`config.mk`:
```
export PLATFORM = sky130hd
export DESIGN_NAME = i2c_mixed_regs
export DESIGN_NICKNAME = d
export VERILOG_FILES = /design/src/rtl/i2c_mw_pkg.sv /design/src/rtl/i2c_mw_sync.sv /design/src/rtl/i2c_mw_regfile.sv /design/src/rtl/i2c_mw_engine.sv /design/src/rtl/i2c_mixed_regs.sv
export SDC_FILE = /design/constraint.sdc
export NUM_CORES = 1
export LEC_CHECK = 0
export BUFFER_PORTS_ARGS = -buffer_cell sky130_fd_sc_hd__buf_2
export CORE_ASPECT_RATIO = 0.6
export CORE_MARGIN = 5
export CORE_UTILIZATION = 40
export DETAILED_ROUTE_END_ITERATION = 12
export SLEW_MARGIN = 5
export SYNTH_ARGS = -nofsm -noshare
export SYNTH_HDL_FRONTEND = slang
export SYNTH_HIERARCHICAL = 1
export SYNTH_SLANG_ARGS = --single-unit
```
`constraint.sdc`:
```
create_clock -name clk -period 7.54 [get_ports clk]
set_clock_uncertainty 0.15 [all_clocks]
set_input_delay 0.377 -clock clk [delete_from_list [all_inputs] [get_ports clk]]
set_output_delay 0.377 -clock clk [all_outputs]
set_load 0.02 [all_outputs]
```
`src/rtl/i2c_mw_pkg.sv`:
```
package i2c_mw_pkg;
  localparam int NARROW_COUNT = 29;
  localparam int WIDE_BYTES   = 4;
  localparam int WIDE_W       = WIDE_BYTES * 8;
  localparam logic [7:0] ID_ADDR  = 8'h01;
  localparam logic [7:0] ID_VAL   = 8'h03;
  localparam logic [7:0] ERR_ADDR = 8'h02;
  localparam logic [7:0] WIDE_A   = 8'h20;
  localparam logic [7:0] WIDE_B   = 8'h25;

  typedef enum logic [2:0] {ST_IDLE, ST_ADDR, ST_ACK, ST_RX, ST_TX, ST_MACK} eng_state_t;

  function automatic logic is_wide(input logic [7:0] a);
    return (a == WIDE_A) || (a == WIDE_B);
  endfunction

  function automatic logic is_narrow(input logic [7:0] a);
    return (a < 8'(NARROW_COUNT)) && (a != 8'h0F) && !((a >= 8'h11) && (a <= 8'h17));
  endfunction

  function automatic logic is_hole(input logic [7:0] a);
    return !is_wide(a) && !is_narrow(a);
  endfunction

  function automatic logic is_storable(input logic [7:0] a);
    return is_narrow(a) && (a != ID_ADDR) && (a != ERR_ADDR);
  endfunction

  function automatic logic [7:0] narrow_reset(input logic [7:0] a);
    case (a)
      8'h00: return 8'h6C;
      8'h03: return 8'hA0;
      8'h04, 8'h1C: return 8'h05;
      8'h05: return 8'h60;
      8'h07: return 8'hFF;
      8'h08, 8'h09, 8'h0A, 8'h0B, 8'h0C, 8'h0D: return 8'h30;
      8'h0E: return 8'hB1;
      8'h10: return 8'h02;
      8'h18: return 8'h3F;
      8'h1A: return 8'h18;
      8'h1B: return 8'h82;
      default: return 8'h00;
    endcase
  endfunction
endpackage

```
`src/rtl/i2c_mw_sync.sv`:
```
module i2c_mw_sync #(
  parameter int SYNC_STAGES = 2
) (
  input  logic clk,
  input  logic rst,
  input  logic scl_i,
  input  logic sda_i,
  output logic scl_s,
  output logic sda_s,
  output logic scl_rise,
  output logic scl_fall,
  output logic start_det,
  output logic stop_det
);
  localparam int CHAIN = SYNC_STAGES + 1;
  logic [CHAIN-1:0] scl_ff, sda_ff;

  always_ff @(posedge clk) begin
    if (rst) begin
      scl_ff <= '1;
      sda_ff <= '1;
    end else begin
      scl_ff <= {scl_ff[CHAIN-2:0], scl_i};
      sda_ff <= {sda_ff[CHAIN-2:0], sda_i};
    end
  end

  logic scl_q, sda_q;
  assign scl_s     = scl_ff[CHAIN-2];
  assign sda_s     = sda_ff[CHAIN-2];
  assign scl_q     = scl_ff[CHAIN-1];
  assign sda_q     = sda_ff[CHAIN-1];
  assign scl_rise  = scl_s & ~scl_q;
  assign scl_fall  = ~scl_s & scl_q;
  assign start_det = scl_s & scl_q & sda_q & ~sda_s;
  assign stop_det  = scl_s & scl_q & ~sda_q & sda_s;
endmodule

```
`src/rtl/i2c_mw_regfile.sv`:
```
module i2c_mw_regfile
  import i2c_mw_pkg::*;
(
  input  logic                      clk,
  input  logic                      rst,
  input  logic                      nb_we,
  input  logic [7:0]                nb_addr,
  input  logic [7:0]                nb_data,
  input  logic                      wide_we,
  input  logic                      wide_sel,
  input  logic [WIDE_W-1:0]         wide_data,
  input  logic [7:0]                rd_ptr,
  input  logic [2:0]                rd_idx,
  input  logic [7:0]                err_status_i,
  output logic [7:0]                rd_data,
  output logic [NARROW_COUNT*8-1:0] byte_regs_o,
  output logic [WIDE_W-1:0]         wide0_o,
  output logic [WIDE_W-1:0]         wide1_o
);
  localparam int AW = $clog2(NARROW_COUNT);

  logic [7:0]        mem [NARROW_COUNT];
  logic [WIDE_W-1:0] wide0_q, wide1_q;

  always_ff @(posedge clk) begin
    if (rst) begin
      for (int i = 0; i < NARROW_COUNT; i++) mem[i] <= narrow_reset(8'(i));
    end else if (nb_we && is_storable(nb_addr)) begin
      mem[nb_addr[AW-1:0]] <= nb_data;
    end
  end

  always_ff @(posedge clk) begin
    if (rst) begin
      wide0_q <= '0;
      wide1_q <= '0;
    end else if (wide_we) begin
      if (wide_sel) wide1_q <= wide_data;
      else          wide0_q <= wide_data;
    end
  end

  function automatic logic [7:0] pick_byte(input logic [WIDE_W-1:0] w, input logic [2:0] i);
    logic [7:0] r;
    r = 8'hFF;
    for (int k = 0; k < WIDE_BYTES; k++)
      if (int'(i) == k) r = w[(WIDE_BYTES-1-k)*8 +: 8];
    return r;
  endfunction

  always_comb begin
    rd_data = 8'hFF;
    if (rd_ptr == WIDE_A)                      rd_data = pick_byte(wide0_q, rd_idx);
    else if (rd_ptr == WIDE_B)                 rd_data = pick_byte(wide1_q, rd_idx);
    else if (is_narrow(rd_ptr) && rd_idx == 3'd0) begin
      if (rd_ptr == ID_ADDR)                   rd_data = ID_VAL;
      else if (rd_ptr == ERR_ADDR)             rd_data = err_status_i;
      else                                     rd_data = mem[rd_ptr[AW-1:0]];
    end
  end

  for (genvar g = 0; g < NARROW_COUNT; g++) begin : g_out
    if (g == int'(ID_ADDR)) begin : g_id
      assign byte_regs_o[g*8 +: 8] = ID_VAL;
    end else begin : g_mem
      assign byte_regs_o[g*8 +: 8] = mem[g];
    end
  end
  assign wide0_o = wide0_q;
  assign wide1_o = wide1_q;

  // a wide register moves only on a full-width commit from the engine
  assert_wide_hold_R4: assert property (@(posedge clk) disable iff (rst)
    !wide_we |=> ($stable(wide0_q) && $stable(wide1_q)));

  // a write request that may not be stored leaves every byte field as it was
  assert_hole_write_no_effect_R6: assert property (@(posedge clk) disable iff (rst)
    (nb_we && !is_storable(nb_addr)) |=> $stable(byte_regs_o));
endmodule

```
`src/rtl/i2c_mw_engine.sv`:
```
module i2c_mw_engine
  import i2c_mw_pkg::*;
#(
  parameter logic [6:0] TARGET_ADDR = 7'h1B
) (
  input  logic              clk,
  input  logic              rst,
  input  logic              scl_s,
  input  logic              sda_s,
  input  logic              scl_rise,
  input  logic              scl_fall,
  input  logic              start_det,
  input  logic              stop_det,
  input  logic [7:0]        rd_data,
  output logic              sda_oe,
  output logic [7:0]        ptr,
  output logic [2:0]        idx,
  output logic              nb_we,
  output logic [7:0]        nb_data,
  output logic              wide_we,
  output logic              wide_sel,
  output logic [WIDE_W-1:0] wide_data
);
  eng_state_t        state;
  logic [3:0]        cnt;
  logic [7:0]        sr, tx;
  logic              rd_mode, ptr_set;
  logic [WIDE_W-1:0] wbuf;

  always_ff @(posedge clk) begin
    if (rst) begin
      state <= ST_IDLE; cnt <= '0; sr <= '0; tx <= '0; rd_mode <= 1'b0;
      ptr_set <= 1'b0; ptr <= '0; idx <= '0; wbuf <= '0; sda_oe <= 1'b0;
      nb_we <= 1'b0; nb_data <= '0; wide_we <= 1'b0; wide_sel <= 1'b0; wide_data <= '0;
    end else begin
      nb_we   <= 1'b0;
      wide_we <= 1'b0;
      if (start_det) begin
        state <= ST_ADDR; cnt <= '0; sda_oe <= 1'b0; idx <= '0; ptr_set <= 1'b0;
      end else if (stop_det) begin
        state <= ST_IDLE; sda_oe <= 1'b0;
      end else begin
        case (state)
          ST_ADDR: begin
            if (scl_rise) begin
              sr <= {sr[6:0], sda_s}; cnt <= cnt + 4'd1;
            end else if (scl_fall && cnt == 4'd8) begin
              if (sr[7:1] == TARGET_ADDR) begin
                sda_oe <= 1'b1; rd_mode <= sr[0]; state <= ST_ACK;
              end else begin
                state <= ST_IDLE;
              end
            end
          end
          ST_ACK: begin
            if (scl_fall) begin
              cnt <= '0;
              if (rd_mode) begin
                tx <= rd_data; sda_oe <= ~rd_data[7]; state <= ST_TX;
              end else begin
                sda_oe <= 1'b0; state <= ST_RX;
              end
            end
          end
          ST_RX: begin
            if (scl_rise) begin
              sr <= {sr[6:0], sda_s}; cnt <= cnt + 4'd1;
            end else if (scl_fall && cnt == 4'd8) begin
              state  <= ST_ACK;
              sda_oe <= 1'b0;
              if (!ptr_set) begin
                ptr <= sr; ptr_set <= 1'b1; idx <= '0; sda_oe <= 1'b1;
              end else if (is_wide(ptr)) begin
                if (idx < 3'(WIDE_BYTES)) begin
                  wbuf   <= {wbuf[WIDE_W-9:0], sr};
                  idx    <= idx + 3'd1;
                  sda_oe <= 1'b1;
                  if (idx == 3'(WIDE_BYTES - 1)) begin
                    wide_we   <= 1'b1;
                    wide_sel  <= (ptr == WIDE_B);
                    wide_data <= {wbuf[WIDE_W-9:0], sr};
                  end
                end
              end else if (is_narrow(ptr) && idx == 3'd0) begin
                nb_we <= 1'b1; nb_data <= sr; idx <= 3'd1; sda_oe <= 1'b1;
              end
            end
          end
          ST_TX: begin
            if (scl_rise) begin
              cnt <= cnt + 4'd1;
            end else if (scl_fall) begin
              if (cnt == 4'd8) begin
                sda_oe <= 1'b0; state <= ST_MACK;
              end else begin
                tx <= {tx[6:0], 1'b1}; sda_oe <= ~tx[6];
              end
            end
          end
          ST_MACK: begin
            if (scl_rise) begin
              if (sda_s) state <= ST_IDLE;
              else if (idx != 3'd7) idx <= idx + 3'd1;
            end else if (scl_fall) begin
              cnt <= '0; tx <= rd_data; sda_oe <= ~rd_data[7]; state <= ST_TX;
            end
          end
          default: ;
        endcase
      end
    end
  end

  // SDA drive never moves while SCL is high, except for the release after START/STOP
  assert_oe_stable_scl_high_R2: assert property (@(posedge clk) disable iff (rst)
    (scl_s && $past(scl_s) && !$past(start_det) && !$past(stop_det)) |-> $stable(sda_oe));

  // while sending bytes beyond a wide register's width the target never pulls SDA low
  assert_past_width_released_R9: assert property (@(posedge clk) disable iff (rst)
    (state == ST_TX && idx >= 3'(WIDE_BYTES)) |-> !sda_oe);
endmodule

```
`src/rtl/i2c_mixed_regs.sv`:
```
module i2c_mixed_regs
  import i2c_mw_pkg::*;
#(
  parameter logic [6:0] TARGET_ADDR = 7'h1B,
  parameter int         SYNC_STAGES = 2
) (
  input  logic                      clk,
  input  logic                      rst,
  input  logic                      scl_i,
  input  logic                      sda_i,
  output logic                      sda_oe_o,
  input  logic [7:0]                err_status_i,
  output logic [NARROW_COUNT*8-1:0] byte_regs_o,
  output logic [WIDE_W-1:0]         wide0_o,
  output logic [WIDE_W-1:0]         wide1_o
);
  logic scl_s, sda_s, scl_rise, scl_fall, start_det, stop_det;
  logic [7:0] rd_data, ptr, nb_data;
  logic [2:0] idx;
  logic nb_we, wide_we, wide_sel;
  logic [WIDE_W-1:0] wide_data;

  i2c_mw_sync #(.SYNC_STAGES(SYNC_STAGES)) u_sync (
    .clk(clk), .rst(rst), .scl_i(scl_i), .sda_i(sda_i),
    .scl_s(scl_s), .sda_s(sda_s), .scl_rise(scl_rise), .scl_fall(scl_fall),
    .start_det(start_det), .stop_det(stop_det));

  i2c_mw_engine #(.TARGET_ADDR(TARGET_ADDR)) u_engine (
    .clk(clk), .rst(rst), .scl_s(scl_s), .sda_s(sda_s),
    .scl_rise(scl_rise), .scl_fall(scl_fall), .start_det(start_det), .stop_det(stop_det),
    .rd_data(rd_data), .sda_oe(sda_oe_o), .ptr(ptr), .idx(idx),
    .nb_we(nb_we), .nb_data(nb_data), .wide_we(wide_we), .wide_sel(wide_sel),
    .wide_data(wide_data));

  i2c_mw_regfile u_regs (
    .clk(clk), .rst(rst), .nb_we(nb_we), .nb_addr(ptr), .nb_data(nb_data),
    .wide_we(wide_we), .wide_sel(wide_sel), .wide_data(wide_data),
    .rd_ptr(ptr), .rd_idx(idx), .err_status_i(err_status_i), .rd_data(rd_data),
    .byte_regs_o(byte_regs_o), .wide0_o(wide0_o), .wide1_o(wide1_o));
endmodule

```
==> flow_summary.toml, run 1 <==
[logic_synthesis]
yosysSeqAreaShare = 0.596
yosysWarnings = 6
synth_cells = 1598
syn_avg_cell_area_um2 = 11.7
ys_types = 77
synth_ff_type = "edfxtp_1"
syn_area_um2 = 18700
synth.ff_latch_count = 429
ys_async_sr_fraction = 0
synth-edff-count = 256

[clocking]
cts_buffers = 42
cts_tree = "built"
cts_root_buffer = "clkbuf_16"
htree_num_levels = 2
clk_pin_slew_ns = 0.06
cts_buffer_depth = 3
cts_setup_buffers = 0
cts_sinks = 429
clk_latency_ns = 0.56
postCtsHoldBufs = 2
cts_resized = 0

[critical_path]
cp-end-kind = "register"
cp_slowest_cell = "a221oi_1"
rr_worst_depth = 8
path_class = "reg -> reg"
worstPathArrival_ns = 4.69
r2r_end = "u_engine/tx[4]$_SDFFE_PP0P_"
r2r_slack_ns = 3.12
slowest_delay_ns = 0.95
crit_required_ns = 7.81
endpoint = "u_engine/tx[4]$_SDFFE_PP0P_"
critPathMaxFanout = 53
startpoint = "u_engine/ptr[0]$_SDFFE_PP0P_"
timing.rr.start = "u_engine/ptr[0]$_SDFFE_PP0P_"
crit_chain = "buf_4, mux4_2, a22o_1, a221oi_1, a211oi_1, mux2_2, mux2i_1, nor2_1"
startpoint_type = "register"

[pwr]
p_int_mw = 3.78
p_switching_mw = 1.10
comb_power_share = 0.044
seqPwrFrac = 0.530
clockPowerShare = 0.425
power_density_nw_per_um2 = 218
leakagePower_nw = 7.92
peakVddDrop_mv = 0.163
swShare = 0.225

[floorplanning]
num_rows = 61
initial_utilization = 0.405
die_w_um = 289
dieArea_um2 = 51300
core_um2 = 46300
die_h_um = 178
io_pins = 309

[timing]
finalHoldViolations = 0
setup_tns_ns = 0
maxSlewHeadroom = 0.0888
slew_viol_final = 0
period_needed_ns = 4.42
rsz0062_at_grt = "false"
timing.fmax_ghz = 0.226
worst_pin_slew_ns = 1.36
holdWs_ns = 0.252
fin_crit_sh = 0.586
finalSetupViolations = 0

[outcome]
status = "finished clean"

[detailed_routing]
drt_iter0_markers = 1691
vias_per_cell = 5.46
wire_per_inst_um = 23.3
ant_nets = 0
drc = 0
vias = 14230
dr.pass1.iters = 5
routed_wl_mm = 60.8

[worst_hold_path]
hold_path.class = "reg -> reg"

[global_route]
grt_pass1_vias = 13404
globalRouteOverflowTotal = 0
grt_max_degree = 105
grt_use_total = 0.231
antenna_found_initial = 5
grt_pass1_wl_mm = 89.0

[job]
maxCapViolations = 0

[layout]
nets = 1964
fill_cells = 4240
drive_gt1_frac = 0.251
layout_common_cells = "299 x buf_2, 292 x nand2_1, 256 x edfxtp_1"
layout_commonest_cell = "buf_2"
syn_to_final_growth_pct = 19.5

[placed_design]
io_buffers = 300
hpwl_mm = 43.7
place_congestion = 0.950
## registers in the layout, summed over array words and instances, names as in the netlist, 4 cells and up
name                flops
u_regs/mem            256
u_regs/wide1_o         32
u_engine/wbuf          24
u_engine/wide_data     32
u_engine/tx             7
u_regs/wide0_o         32
u_engine/ptr            8
u_engine/cnt            4
u_engine/sr             8
u_engine/nb_data        8
## through the flow
step / instance area, um2 / total power [mW] / instances / util / setup slack, ns
finish: 22400 / 4.87 / 2606 / 0.483 / 3.12
global placement: 21000 / 2.85 / 2529 / 0.454 / 3.34
floorplan: 19100 / 2.76 / 1708 / - / 4.79
CTS: 22300 / 4.91 / 2601 / 0.483 / 3.30
detailed placement: 21000 / 2.85 / 2529 / 0.454 / 3.31
global route: 22400 / 5.04 / 2604 / 0.483 / 2.81
## kinds of logic (layout without fill, tap and decap cells)
| group | Yosys count | count (layout) | synth area share |
|---|---|---|---|
| buffers and inverters | 145 | 408 | 0.0337 |
| and+or+nand+nor | 650 | 650 | 0.173 |
| xor gates and xnor gates | 2 | 2 | 0.000936 |
| AOI/OAI and AO/OA | 245 | 245 | 0.0789 |
| DFF | 429 | 429 | 0.596 |
| adders and majority gates | 7 | 7 | 0.00468 |
| muxes | 118 | 118 | 0.112 |
| other | 2 | 117 | 0.000401 |
## how the worst min path moves through the flow
stage / from / to / slack, ns / depth (start not counted)
final: u_sync/sda_ff[0]$_SDFF_PP1_ / u_sync/sda_ff[1]$_SDFF_PP1_ / 0.25 / 1
after global routing: u_sync/sda_ff[0]$_SDFF_PP1_ / u_sync/sda_ff[1]$_SDFF_PP1_ / 0.29 / 1
after CTS: u_sync/sda_ff[0]$_SDFF_PP1_ / u_sync/sda_ff[1]$_SDFF_PP1_ / 0.25 / 1
after detailed placement: u_sync/sda_ff[0]$_SDFF_PP1_ / u_sync/sda_ff[1]$_SDFF_PP1_ / 0.24 / 1
after global placement: u_sync/scl_ff[0]$_SDFF_PP1_ / u_sync/scl_ff[1]$_SDFF_PP1_ / 0.25 / 1
after floorplan: u_sync/scl_ff[0]$_SDFF_PP1_ / u_sync/scl_ff[1]$_SDFF_PP1_ / 0.23 / 1
## per-layer routing
metal	vias up	track usage	wire (um)
met2	733	0.310	24500
met3	101	0.0742	7280
met5	-	0	0
met4	0	0.0620	1590
met1	7027	0.357	27500
li1	6369	-	-
## cells in the mapped netlist, drive strengths merged (11+ instances only)
master	number	share of area
or3	36	0.012
clkbuf	87	0.018
nand2b	16	0.0053
nor2b	19	0.0064
a21oi	151	0.040
nand2	292	0.059
nand3	18	0.0048
mux2i	39	0.021
or2	34	0.011
o22ai	20	0.0067
inv	17	0.0034
nor2	69	0.014
buf	39	0.012
dfxtp	173	0.19
nor3	44	0.013
mux4	73	0.088
and2	81	0.027
edfxtp	256	0.41
o21ai	11	0.0031
## final cells by class
cell class,instances,area [um2],area share
inverters,19,71.3,0.00319
clock inverters,12,128,0.00571
multi-input cells,1134,7350,0.329
flip-flops and latches,429,11200,0.499
repair buffers,319,1660,0.0742
well taps,630,788,0.0353
clock buffers,58,1190,0.0534
diodes,5,12.5,0.000560
## worst max-delay path, delay by kind of cell (launching register included)
kind,cells,cell delay (ns)
AO/OA/AOI/OAI,3,1.40
multiplexers,3,1.07
buffers and inverters,1,0.87
flip-flops,1,0.68
AND/OR/NAND/NOR,1,0.06
## power groups by stage
stage               registers, mW  clock network (mW)  logic, mW
floorplan                    2.68                   0     0.0760
CTS                          2.58                2.11      0.215
detailed placement           2.63                   0      0.214
finish                       2.59                2.07      0.217
global route                 2.59                2.22      0.230
global placement             2.63                   0      0.213
(Power assumes the default switching activity.)
==> run 2: changes to the inputs <==
==> constraint.sdc (replaced) <==
create_clock -name clk -period 4.4 [get_ports clk]
set_clock_uncertainty 0.15 [all_clocks]
set_input_delay 0.22 -clock clk [delete_from_list [all_inputs] [get_ports clk]]
set_output_delay 0.22 -clock clk [all_outputs]
set_load 0.02 [all_outputs]
==> run 2 against run 1 <==
Net effect:
- routed wire length shrank 1.7%
- sequential share of layout area shrank 0.42 points
- combinational power grew 75%
- critical endpoint unchanged
- largest cell class unchanged
- highest routed layer unchanged
==> flow_summary.toml, run 2 (synthesis results as in run 1) <==
[critical_path]
startpoint_type = "register"
cp-end-kind = "register"
timing.rr.start = "u_engine/ptr[0]$_SDFFE_PP0P_"
startpoint = "u_engine/ptr[0]$_SDFFE_PP0P_"
crit_required_ns = 4.66
r2r_slack_ns = 0.26
path_class = "reg -> reg"
r2r_end = "u_engine/tx[4]$_SDFFE_PP0P_"
critPathMaxFanout = 47
rr_worst_depth = 8
worstPathArrival_ns = 4.40

[detailed_routing]
dr.pass1.iters = 6
wire_per_inst_um = 22.9
ant_nets = 0
drt-met1-wl_mm = 27.7
drt_iter0_markers = 1549
dr_wl_met2_mm = 24.4
vias = 14259
drc = 0
routed_wl_mm = 59.8
dr_wl_met3_mm = 6.52
top_layer_used = "met4"
vias_per_cell = 5.45

[clocking]
cts_buffers = 41
cts_resized = 0
cts_buffer_depth = 3
cts_sinks = 429
clk_pin_slew_ns = 0.07
clk_latency_ns = 0.56
cts_tree = "built"
htree_num_levels = 2
cts_root_buffer = "clkbuf_16"

[layout]
largest_reg_flops = 256
multi_input_area_um2 = 7350
fill_cells = 4284
drive_gt1_frac = 0.256
layout_common_cells = "299 x buf_2, 292 x nand2_1, 256 x edfxtp_1"
largest_register = "u_regs/mem"
nets = 1973
layout_commonest_cell = "buf_2"
post-route-util = 0.487
regArea_um2 = 11200
syn_to_final_growth_pct = 20.5

[worst_hold_path]
whs_path_depth = 1
hp-start = "rst"
hold_path.class = "in -> reg"
hold_end = "u_regs/mem[15][6]$_SDFFCE_PN0P_"

[global_route]
grt_max_degree = 99
grt_use_total = 0.226
globalRouteOverflowTotal = 0
grt_pass1_vias = 13345
antenna_found_initial = 3
grt_pass1_wl_mm = 87.6

[timing]
holdWs_ns = 0.0420
timing.fmax_ghz = 0.241
period_needed_ns = 4.14
setup_tns_ns = 0
maxSlewHeadroom = 0.0217
rsz0062_at_grt = "false"
worst_pin_slew_ns = 1.47
finalHoldViolations = 0
slew_viol_final = 0
fin_crit_sh = 0.942
finalSetupViolations = 0

[floorplanning]
dieArea_um2 = 51300
die_h_um = 178
io_pins = 309
core_um2 = 46300
initial_utilization = 0.405
die_w_um = 289
num_rows = 61

[placed_design]
hpwl_mm = 43.5
place_congestion = 0.878
io_buffers = 300

[job]
maxCapViolations = 0

[pwr]
leakagePower_nw = 8.02
power.total_mw = 8.59
power_density_nw_per_um2 = 381
peakVddDrop_mv = 0.277

[outcome]
status = "finished clean"
## run 2: layout make-up
cell class,instances,area share
inverters,19,0.00316
clock buffers,49,0.0496
multi-input cells,1134,0.326
well taps,630,0.0350
flip-flops and latches,429,0.495
clock inverters,25,0.0139
diodes,1,0.000111
repair buffers,329,0.0774
## run 2: stage by stage
step	instance area, um2	std cells	setup WS [ns]
after floorplan	19100	1708	1.65
after global placement	21100	2537	0.413
after detailed placement	21100	2537	0.352
after CTS	22500	2613	0.363
after global routing	22500	2616	0.0796
final	22500	2616	0.257
## run 2: metal layers
| layer | GRT usage | up-vias |
|---|---|---|
| li1 | - | 6391 |
| met1 | 0.353 | 7086 |
| met2 | 0.312 | 699 |
| met3 | 0.0637 | 83 |
| met4 | 0.0486 | 0 |
| met5 | 0 | - |
## run 2: repair_timing
item                                   CTS  global route
endpoints found under the hold margin    2             0
setup buffers                            0             0
setup endpoints to repair                0             0
hold buffers                             2             0
## run 2: power breakdown
part | internal [mW] | total, mW | leakage, nW | switching (mW)
Sequential | 4.36 | 4.42 | 3.83 | 0.0675
Combinational | 0.105 | 0.379 | 3.49 | 0.274
Clock | 2.23 | 3.79 | 0.694 | 1.56
Total | 6.69 | 8.59 | 8.02 | 1.90
## run 2: how the worst max path moves through the flow
| stage | end | slack (ns) | cells after the start |
|---|---|---|---|
| 6_report | u_engine/tx[4]$_SDFFE_PP0P_ | 0.26 | 8 |
| 3_3_place_gp | u_engine/tx[4]$_SDFFE_PP0P_ | 0.41 | 8 |
| 2_1_floorplan | u_engine/tx[6]$_SDFFE_PP0P_ | 1.65 | 9 |
| 4_1_cts | u_engine/tx[2]$_SDFFE_PP0P_ | 0.36 | 8 |
| 3_5_place_dp | u_engine/tx[2]$_SDFFE_PP0P_ | 0.35 | 8 |
| 5_1_grt | u_engine/tx[4]$_SDFFE_PP0P_ | 0.08 | 8 |
## run 2: worst max-delay path, stage by stage (launching register included)
cell      delay [ns]
dfxtp_4         0.92
buf_12          0.33
mux4_2          0.54
a22o_1          0.27
a221oi_1        1.08
a211oi_1        0.19
mux2_2          0.31
mux2i_1         0.14
nor2_1          0.07
==> run 3: changes to the inputs <==
--- a/config.mk
+++ b/config.mk
@@ -13,5 +13,4 @@
 export SLEW_MARGIN = 5
 export SYNTH_ARGS = -nofsm -noshare
 export SYNTH_HDL_FRONTEND = slang
-export SYNTH_HIERARCHICAL = 1
 export SYNTH_SLANG_ARGS = --single-unit
==> run 3 against run 2 <==
Net effect:
- routed wire length is 8.5% higher
- total power is 0.81% lower
- worst hold slack worse by 0.021 ns
- sequential share of layout area is 0.16 points lower
- first-iteration DRC count is 15% higher
- final cell count is 6.7% higher
- core utilization is 0.69 points lower
- synthesized cell count is 11% higher
- worst setup slack better by 0.90 ns
- non-clock buffer count is 2 higher
- critical endpoint is now u_regs.mem[4][4]$_SDFFCE_PN0P_
- critical path type unchanged
- die area is 1.9% higher
- synthesized area is 2.0% higher
==> flow_summary.toml, run 3 <==
[layout]
layout_commonest_cell = "nand2_1"
layout_common_cells = "303 x nand2_1, 299 x buf_2, 256 x edfxtp_1"
nets = 2135
layoutNonFillerInstCount = 2791
largest_reg_flops = 256
fill_cells = 4441
drive_gt1_frac = 0.220
post-route-util = 0.481
syn_to_final_growth_pct = 19.5
largest_register = "u_regs.mem"

[clocking]
cts_resized = 0
clk_pin_slew_ns = 0.07
cts_tree = "built"
clk_latency_ns = 0.57
htree_num_levels = 2
cts_buffer_depth = 3
cts_root_buffer = "clkbuf_16"
cts_buffers = 43
cts_sinks = 434

[logic_synthesis]
synth_common_cells = "303 x nand2_1, 256 x edfxtp_1, 192 x a21oi_1"
yosysWarnings = 0
synth_most_common_cell = "nand2_1"
synth-edff-count = 256
ys_async_sr_fraction = 0
syn_area_um2 = 19100
syn_avg_cell_area_um2 = 10.7
yosysSeqAreaShare = 0.589
synth_top_area_frac = 0.403
synth_ff_type = "edfxtp_1"
synth_cells = 1777
ys_top_cells_by_area = "edfxtp_1 40%, dfxtp_1 19%, nand2_1 6.0%"
ys_types = 76
synth.ff_latch_count = 434
yosys.area.top_type = "edfxtp_1"

[placed_design]
numPlacedInstances = 2708
hpwl_mm = 47.8
place_congestion = 0.935
dpl_worst_slack_ns = 1.29
io_buffers = 300

[critical_path]
cp_slowest_cell = "dfxtp_1"
cp-end-kind = "register"
crit_required_ns = 4.53
path_class = "reg -> reg"
startpoint = "u_engine.ptr[0]$_SDFFE_PP0P_"
slowest_delay_ns = 0.66
critPathMaxFanout = 21
timing.rr.start = "u_engine.ptr[0]$_SDFFE_PP0P_"
startpoint_type = "register"
rr_worst_depth = 6
cpMostUsedCell = "nor2_1"
crit_chain = "nor2_1, o21ba_2, o311a_1, nand2_1, nor2_1, or2_2"
worstPathArrival_ns = 3.37

[worst_hold_path]
hold_path.class = "in -> reg"
hp-start = "err_status_i[0]"
whs_path_depth = 5

[global_route]
globalRouteOverflowTotal = 0
grt_use_total = 0.237
grt_pass1_wl_mm = 93.0
grt_pass1_vias = 13708
antenna_found_initial = 4
grt_max_degree = 73

[timing]
slew_viol_final = 0
timing.fmax_ghz = 0.308
rsz0062_at_grt = "false"
holdWs_ns = 0.0212
setup_ws_ns = 1.16
finalHoldViolations = 0
setup_tns_ns = 0
fin_crit_sh = 0.737
finalSetupViolations = 0
worst_pin_slew_ns = 1.23
period_needed_ns = 3.24
maxSlewHeadroom = 0.177

[outcome]
status = "finished clean"

[floorplanning]
dieArea_um2 = 52300
die_h_um = 179
die_w_um = 292
io_pins = 309
initial_utilization = 0.402
core_um2 = 47500
num_rows = 62

[pwr]
leakagePower_nw = 8.17
peakVddDrop_mv = 0.248
power_density_nw_per_um2 = 374

[job]
maxCapViolations = 0

[detailed_routing]
drc = 0
vias_per_cell = 5.45
ant_nets = 0
routed_wl_mm = 64.9
vias = 15222
drt_iter0_markers = 1786
dr.pass1.iters = 6
wire_per_inst_um = 23.3
==> run 3: worst max-delay path, delay by kind of cell, from the launching register on <==
| kind | cells | cell delay [ns] |
|---|---|---|
| simple gates | 4 | 1.48 |
| flops | 1 | 0.66 |
| compound gates | 2 | 0.66 |
==> run 3: cell type report <==
cell class	count	area [um2]	share of cell area
inverters	27	101	0.00444
diodes	4	10.0	0.000439
multi-input cells	1278	7510	0.329
well taps	640	801	0.0351
repair buffers	331	1760	0.0772
clock inverters	14	151	0.00664
flip-flops and latches	434	11300	0.493
clock buffers	63	1230	0.0537
==> run 3: repair_timing <==
item	in CTS	in global routing
buffers inserted	0	0
hold buffers	2	0
hold endpoints to repair	2	0
setup endpoints to repair	0	0
==> run 3: kinds of logic after synthesis <==
kind of cell | count (synthesis) | share of synthesized area
buf+inv | 175 | 0.0388
fa+ha+maj | 8 | 0.00524
simple gates | 695 | 0.178
flops | 434 | 0.589
other cells | 2 | 0.000393
xor+xnor | 2 | 0.000918
compound gates | 329 | 0.103
mux | 132 | 0.0841
==> run 3: power breakdown <==
group	switching, mW	internal, mW	leakage, nW
clock	1.61	2.06	0.677
combinational	0.278	0.101	3.63
sequential	0.0704	4.40	3.87
==> run 3: layer usage <==
layer / track usage / up-vias / share of wire
met2: 0.333 / 738 / 0.42
met4: 0.0664 / 0 / 0.030
li1: - / 6856 / -
met1: 0.362 / 7507 / 0.45
met5: 0 / - / 0
met3: 0.0565 / 121 / 0.10
==> run 3: path summary, 6_finish.rpt <==
check,end,slack [ns]
worst max-delay path,u_regs.mem[4][4]$_SDFFCE_PN0P_,1.16
worst min register to register,u_sync.sda_ff[1]$_SDFF_PP1_,0.26
worst min-delay path,u_engine.tx[0]$_SDFFE_PP0P_,0.02
worst max register to register,u_regs.mem[4][4]$_SDFFCE_PN0P_,1.16
==> run 3: per-stage QoR <==
step,power [mW],cell area (um2)
after global routing,8.77,22800
after global placement,4.93,21400
after detailed placement,4.93,21400
after floorplan,4.77,19500
after CTS,8.56,22800
final,8.52,22800
